## src/rtl/rom_cfg_pkg.sv

```systemverilog
package rom_cfg_pkg;
  localparam int unsigned BUS_AW = 16;
  localparam int unsigned BUS_DW = 8;
  typedef logic [BUS_DW-1:0] byte_t;
endpackage

```

## src/rtl/rom_cfg_decode.sv

```systemverilog
module rom_cfg_decode #(
  parameter int unsigned AW = 16,
  parameter logic [AW-1:0] HIT_ADDR = 16'h0065
) (
  input  logic [AW-1:0] addr,
  output logic          hit
);
  always_comb hit = (addr == HIT_ADDR);
endmodule

```

## src/rtl/rom_cfg_store.sv

```systemverilog
module rom_cfg_store #(
  parameter int unsigned DW = 8
) (
  input  logic          clk,
  input  logic          rst_n,
  input  logic          strobe,
  input  logic [DW-1:0] din,
  output logic [DW-1:0] ctrl_q
);
  logic [DW-1:0] hold_q;
  logic          pend_q;

  always_ff @(posedge clk) begin
    if (!rst_n) begin
      hold_q <= '0;
      pend_q <= 1'b0;
      ctrl_q <= '0;
    end else if (strobe) begin
      hold_q <= din;
      pend_q <= 1'b1;
    end else if (pend_q) begin
      ctrl_q <= hold_q;
      pend_q <= 1'b0;
    end
  end

  // register only moves on the edge that follows a seen strobe
  assert_commit_only_after_strobe_R2: assert property (
    @(posedge clk) disable iff (!rst_n) !pend_q |=> $stable(ctrl_q));
  assert_commit_value_R2: assert property (
    @(posedge clk) disable iff (!rst_n) (pend_q && !strobe) |=> (ctrl_q == $past(hold_q)));
endmodule

```

## src/rtl/rom_cfg_pull.sv

```systemverilog
module rom_cfg_pull #(
  parameter int unsigned DW = 8,
  parameter logic [DW-1:0] ROM_BYTE = 8'hFF
) (
  input  logic          rd_act,
  input  logic [DW-1:0] ctrl_q,
  output logic [DW-1:0] pull_en
);
  for (genvar i = 0; i < DW; i++) begin : g_line
    if (ROM_BYTE[i]) begin : g_pull
      always_comb pull_en[i] = rd_act & ~ctrl_q[i];
    end else begin : g_zero
      always_comb pull_en[i] = 1'b0;
    end
  end
endmodule

```

## src/rtl/rom_cfg_latch.sv

```systemverilog
module rom_cfg_latch
  import rom_cfg_pkg::*;
#(
  parameter int unsigned AW = BUS_AW,
  parameter int unsigned DW = BUS_DW,
  parameter logic [AW-1:0] REG_ADDR = 16'h0065,
  parameter logic [DW-1:0] ROM_BYTE = 8'hFF
) (
  input  logic          clk,
  input  logic          rst_n,
  input  logic [AW-1:0] addr,
  input  logic [DW-1:0] din,
  input  logic          mreq_n,
  input  logic          rd_n,
  input  logic          wr_n,
  input  logic          m1_n,
  input  logic          rfsh_n,
  output logic [DW-1:0] ctrl_q,
  output logic [DW-1:0] pull_en
);
  logic hit, wr_act, rd_act;

  rom_cfg_decode #(.AW(AW), .HIT_ADDR(REG_ADDR)) u_dec (.addr(addr), .hit(hit));

  always_comb begin
    wr_act = hit & ~mreq_n & ~wr_n;
    rd_act = hit & ~mreq_n & ~rd_n & m1_n & rfsh_n;
  end

  rom_cfg_store #(.DW(DW)) u_store (
    .clk(clk), .rst_n(rst_n), .strobe(wr_act), .din(din), .ctrl_q(ctrl_q));

  rom_cfg_pull #(.DW(DW), .ROM_BYTE(ROM_BYTE)) u_pull (
    .rd_act(rd_act), .ctrl_q(ctrl_q), .pull_en(pull_en));

  assert_low_addr_no_hit_R3: assert property (
    @(posedge clk) disable iff (!rst_n) (addr < 5) |-> !hit);
  assert_fetch_quiet_R5: assert property (
    @(posedge clk) disable iff (!rst_n) !m1_n |-> (pull_en == '0));
  assert_refresh_quiet_R6: assert property (
    @(posedge clk) disable iff (!rst_n) !rfsh_n |-> (pull_en == '0));
  assert_idle_quiet_R7: assert property (
    @(posedge clk) disable iff (!rst_n) (mreq_n || rd_n || addr != REG_ADDR) |-> (pull_en == '0));
  assert_readback_bus_R4: assert property (
    @(posedge clk) disable iff (!rst_n)
      (!mreq_n && !rd_n && m1_n && rfsh_n && addr == REG_ADDR)
      |-> ((ROM_BYTE & ~pull_en) == (ctrl_q & ROM_BYTE)));
endmodule

```

## config.mk

```make
export PLATFORM = sky130hd
export DESIGN_NAME = rom_cfg_latch
export DESIGN_NICKNAME = d
export VERILOG_FILES = /design/src/rtl/rom_cfg_pkg.sv /design/src/rtl/rom_cfg_decode.sv /design/src/rtl/rom_cfg_store.sv /design/src/rtl/rom_cfg_pull.sv /design/src/rtl/rom_cfg_latch.sv
export SDC_FILE = /design/constraint.sdc
export NUM_CORES = 1
export LEC_CHECK = 0
export ABC_AREA = 0
export BUFFER_PORTS_ARGS = -buffer_cell sky130_fd_sc_hd__buf_2
export CAP_MARGIN = 20
export CORE_ASPECT_RATIO = 0.75
export CORE_UTILIZATION = 30
export DETAILED_ROUTE_END_ITERATION = 10
export HOLD_SLACK_MARGIN = 0.02
export SETUP_SLACK_MARGIN = 0.2
export SYNTH_ARGS = -nofsm -noshare
export SYNTH_HDL_FRONTEND = slang
export SYNTH_SLANG_ARGS = --single-unit
```

## constraint.sdc

```tcl
create_clock -name clk -period 4.2 [get_ports clk]
set_input_delay 0.63 -clock clk [delete_from_list [all_inputs] [get_ports clk]]
set_output_delay 0.63 -clock clk [all_outputs]
set_load 0.05 [all_outputs]
```

Word level (Yosys, flattened, before mapping)
Index checks and enable logic that the tools add are counted.
Word-level totals
  flip-flop bits (word level): 17
  bits in latches: 0
  RAM bits: 0
  ROM bits: 0
  input port bits: 31
  output and inout port bits: 16
  logic and storage cells: 31
  memories: 0
Operators by class
  $add $sub $neg: 0
  multiply operators: 0
  divide/modulo/power cells: 0
  order comparisons: 0
  eq/ne operators: 1
  shift-type cells: 0
  mux-type cells: 1
  bitwise logic cells: 25
  reductions and logical operators: 1
Operators by type and width (count)
  $eq A16 B7 Y1 const B: 1
  $and A1 B1 Y1: 13
  $not A1 Y1: 12
  $reduce_and A2 Y1: 1
  $mux W1: 1

Longest topological paths before layout
  depth after elaboration: 6
  gate-level depth with buffers: 6
  depth with buffers taken out: 4

Hierarchy
Synthesis repeated with hierarchy kept, for this count alone.
Unflattened totals
  cell total of the unflattened synthesis: 81
  area, all modules: 808.3 um^2
Modules (own cells, without submodules)
  rom_cfg_store: times used 1, cells an instance 64, area an instance 671.9 um^2, seq. area each 340.3 um^2
  rom_cfg_decode: times used 1, cells an instance 5, area an instance 55.1 um^2, seq. area each 0.0 um^2
  rom_cfg_pull: times used 1, cells an instance 8, area an instance 50.0 um^2, seq. area each 0.0 um^2
  rom_cfg_latch: times used 1, cells an instance 4, area an instance 31.3 um^2, seq. area each 0.0 um^2

Least setup slack after synthesis
OpenSTA, ideal clock, no wires.
  path kind: input to output
  start: in addr[7]
  end: out pull_en[0]
  data arrival time: 2.146 ns
  data required time: 3.570 ns
  slack: 1.424 ns
  stages: 5
  buffers on the path: 1
  cell sequence: nor4b_2 nand4_1 or4_1 buf_4 nor2_2
On the way
  longest elaborated chain between the ends: 6
RTL lines
  from (decl): RTL line rom_cfg_latch.sv:11  | input logic [AW-1:0] addr,
  $eq A16 B7 Y1: RTL line rom_cfg_decode.sv:8  | always_comb hit = (addr == HIT_ADDR);
  $and A1 B1 Y1 (4 in a row): RTL line rom_cfg_latch.sv:27  | rd_act = hit & ~mreq_n & ~rd_n & m1_n & rfsh_n;
  $and A1 B1 Y1: RTL line rom_cfg_pull.sv:11  | always_comb pull_en[i] = rd_act & ~ctrl_q[i];
  to (decl): RTL line rom_cfg_latch.sv:19  | output logic [DW-1:0] pull_en
No other way between the ends.

Worst setup path in the final report
  start: in addr[10]
  end: out pull_en[5]
Same word-level chain as after synthesis.

==> impl_metrics.env <==
export IMPL_run_status="complete, no violations"
export IMPL_cts_tree="built"
export IMPL_drtPass1Iterations=4
export IMPL_startpoint_type="input port"
export IMPL_post_synth_cell_area_avg_um2=9.05
export IMPL_r2r_setup_slack_ns=3.18
export IMPL_hp_start="u_store.hold_q[2]"
export IMPL_synth_seq_cells=17
export IMPL_cts_buffers=3
export IMPL_end_kind="primary output"
export IMPL_fin_setup_tns_ns=0
export IMPL_syn_area_um2=851
export IMPL_ant_nets=0
export IMPL_p_int_w=0.000242
export IMPL_crit_fanout=11
export IMPL_worstMarginPinSlew_ns=0.452
export IMPL_grt_max_degree=18
export IMPL_antenna_found_initial=0
export IMPL_hold_viol_final=0
export IMPL_cap_violations=0
export IMPL_cts_htree_levels=1
export IMPL_synth_edf_count=0
export IMPL_cts_resized=0
export IMPL_fin_crit_ns=3.31
export IMPL_rows=16
export IMPL_comb_power_share_pct=8.0
export IMPL_post_cts_buffers=0
export IMPL_synth_cells=94
export IMPL_whs_endpoint="u_store.ctrl_q[2]"
export IMPL_dp_hpwl_um=1540
export IMPL_gp_congestion=0.685
export IMPL_syn2layout_area_growth_pct=33.1
export IMPL_yosys_warnings=0
export IMPL_layout_drive_gt1_share_pct=44.5
export IMPL_synth_net_count=125
export IMPL_ir_drop_mv=0.105
export IMPL_slew_viol_final=0
export IMPL_initial_core_util_pct=32.2
export IMPL_antenna_cells=0
export IMPL_fin_crit_sh_pct=78.8
export IMPL_port_buffers=46
export IMPL_synthFlopType="dfxtp_1"
export IMPL_ff2ff_path_depth=2
export IMPL_avgRoutedWirePerCell_um=11.5
export IMPL_reg2reg_to="u_store.ctrl_q[5]"
export IMPL_path_clk_slew_ns=0.06
export IMPL_dr_total_vias=783
export IMPL_max_freq_mhz=302
export IMPL_rsz0062_at_grt="false"
export IMPL_worstHoldPathCells=2
export IMPL_hold_class="flop to flop"
export IMPL_grt_usage_pct=13.9
export IMPL_die_h_um=48.1
export IMPL_skew_ns=0.00471
export IMPL_route_detailed_drc=0
export IMPL_r2r_start="u_store.pend_q"
export IMPL_drt_wl_total_um=1990
export IMPL_critPathArrivalTime_ns=2.68
export IMPL_cts_path_max_buffers=2
export IMPL_cts_hold_buf=0
export IMPL_yosysSeqAreaShare_pct=40.0
export IMPL_finalSetupViolCount=0
export IMPL_async_flop_share_pct=0
export IMPL_nets=169
export IMPL_synth_common_cells="dfxtp_1 (17), nand2_1 (17)"
export IMPL_yosys_top_cells_area="dfxtp_1 (40%), mux2i_1 (9.4%), nand4b_1 (8.2%)"
export IMPL_p_per_area_mw_per_mm2=269
export IMPL_numClockSinks=17
export IMPL_synthDistinctLibCells=23
export IMPL_ioPinCount=47
export IMPL_slew_headroom_pct=69.9
export IMPL_grt_overflow=0
export IMPL_grt_pass1_vias=736
export IMPL_clockRootBuffer="clkbuf_8"
export IMPL_synth_top_area_share_pct=40.0
export IMPL_p_sw_share_pct=20.6
export IMPL_pwr_share_clk_pct=39.0
export IMPL_fin_ws_ns=0.891
export IMPL_crit_type="input port to primary output"
export IMPL_place_ws_ns=0.874
export IMPL_first_iter_violations=38
export IMPL_via_per_inst=4.53
export IMPL_power_switching_w=0.0000627
export IMPL_crit_required_ns=3.57
export IMPL_power_leakage_nw=0.465
export IMPL_die_area_mm2=0.00306
export IMPL_p_seq_share_pct=53.0
export IMPL_coreArea_mm2=0.00264
export IMPL_die_x_um=63.5
export IMPL_grt_pass1_wl_um=3190
export IMPL_clk_insertion_delay_late_ns=0.25
export IMPL_synth_area_leader_cell="dfxtp_1"
layer usage:
metal | routed length, um | track usage, % | up-vias | part of all wire [%]
li1 | - | - | 420 | -
met1 | 990 | 17.8 | 334 | 50
met2 | 880 | 23.0 | 27 | 44
met3 | 106 | 2.57 | 2 | 5.3
met4 | 11 | 7.73 | 0 | 0.55
met5 | 0 | 0 | - | 0
registers in the layout, summed over array words and instances (netlist names):
| register | flops |
|---|---|
| u_store.pend_q | 1 |
| u_store.ctrl_q | 8 |
| u_store.hold_q | 8 |
stage by stage:
step	cells	hold slack, ns	total power, W	utilization, %	instance area, um^2
6_report	173	0.462	0.000304	42.9	1130
5_1_grt	173	0.487	0.000319	42.9	1130
4_1_cts	173	0.462	0.000308	42.9	1130
3_5_place_dp	169	0.452	0.000189	41.1	1090
3_3_place_gp	169	0.452	0.000188	41.1	1090
2_1_floorplan	94	0.435	0.000173	-	851
power groups by stage:
stage | Combinational [W] | Sequential [W] | Clock (W)
after global routing | 0.0000265 | 0.000161 | 0.000132
after CTS | 0.0000242 | 0.000161 | 0.000123
after detailed placement | 0.0000242 | 0.000165 | 0
after global placement | 0.0000235 | 0.000165 | 0
after floorplan | 0.00000791 | 0.000165 | 0
final | 0.0000243 | 0.000161 | 0.000119
worst max-delay path: stages:
cell and delay (ns):
buf_2 0.10, nor4b_2 0.31, nand4_1 0.36, or4_1 0.84, nor2_2 0.16, buf_2 0.27
cells in the final DEF (no fill, tap or decap):
master,count
dfxtp_1,17
nand4_1,1
nor4b_2,3
buf_2,46
nand2_1,17
clkinv_1,1
nand4b_1,8
nor2_2,8
or4b_1,1
clkbuf_1,1
o21a_1,1
clkbuf_8,3
mux2i_1,8
and2_0,1
or4_1,1
nor3_1,1
a21oi_1,8
or3b_1,1
o21ai_0,8
nor4b_4,1
nor2_1,1
worst max-delay path by stage:
stage	startpoint	end	slack, ns	depth (start not counted)
after floorplan	addr[7]	pull_en[0]	1.42	5
after global placement	addr[7]	pull_en[6]	0.94	6
after detailed placement	addr[10]	pull_en[5]	0.87	6
after CTS	addr[10]	pull_en[5]	0.87	6
after global routing	addr[10]	pull_en[4]	0.70	6
final	addr[10]	pull_en[5]	0.89	6
cell type report:
type / instances / area (um^2)
sequential: 17 / 340
fill: 292 / 1510
clock buffer: 4 / 45.0
inverter: 1 / 3.75
tap: 36 / 45.0
timing repair buffer: 46 / 230
multi-input combinational: 69 / 468
kinds of logic after synthesis:
| group | Yosys count | synth area share, % |
|---|---|---|
| AO/OA/AOI/OAI | 17 | 10.3 |
| buffers and inverters | 8 | 5.00 |
| flip-flops | 17 | 40.0 |
| multiplexers | 8 | 9.41 |
| AND/OR/NAND/NOR | 44 | 35.3 |
No activity file was read; power rests on OpenSTA's default activity.
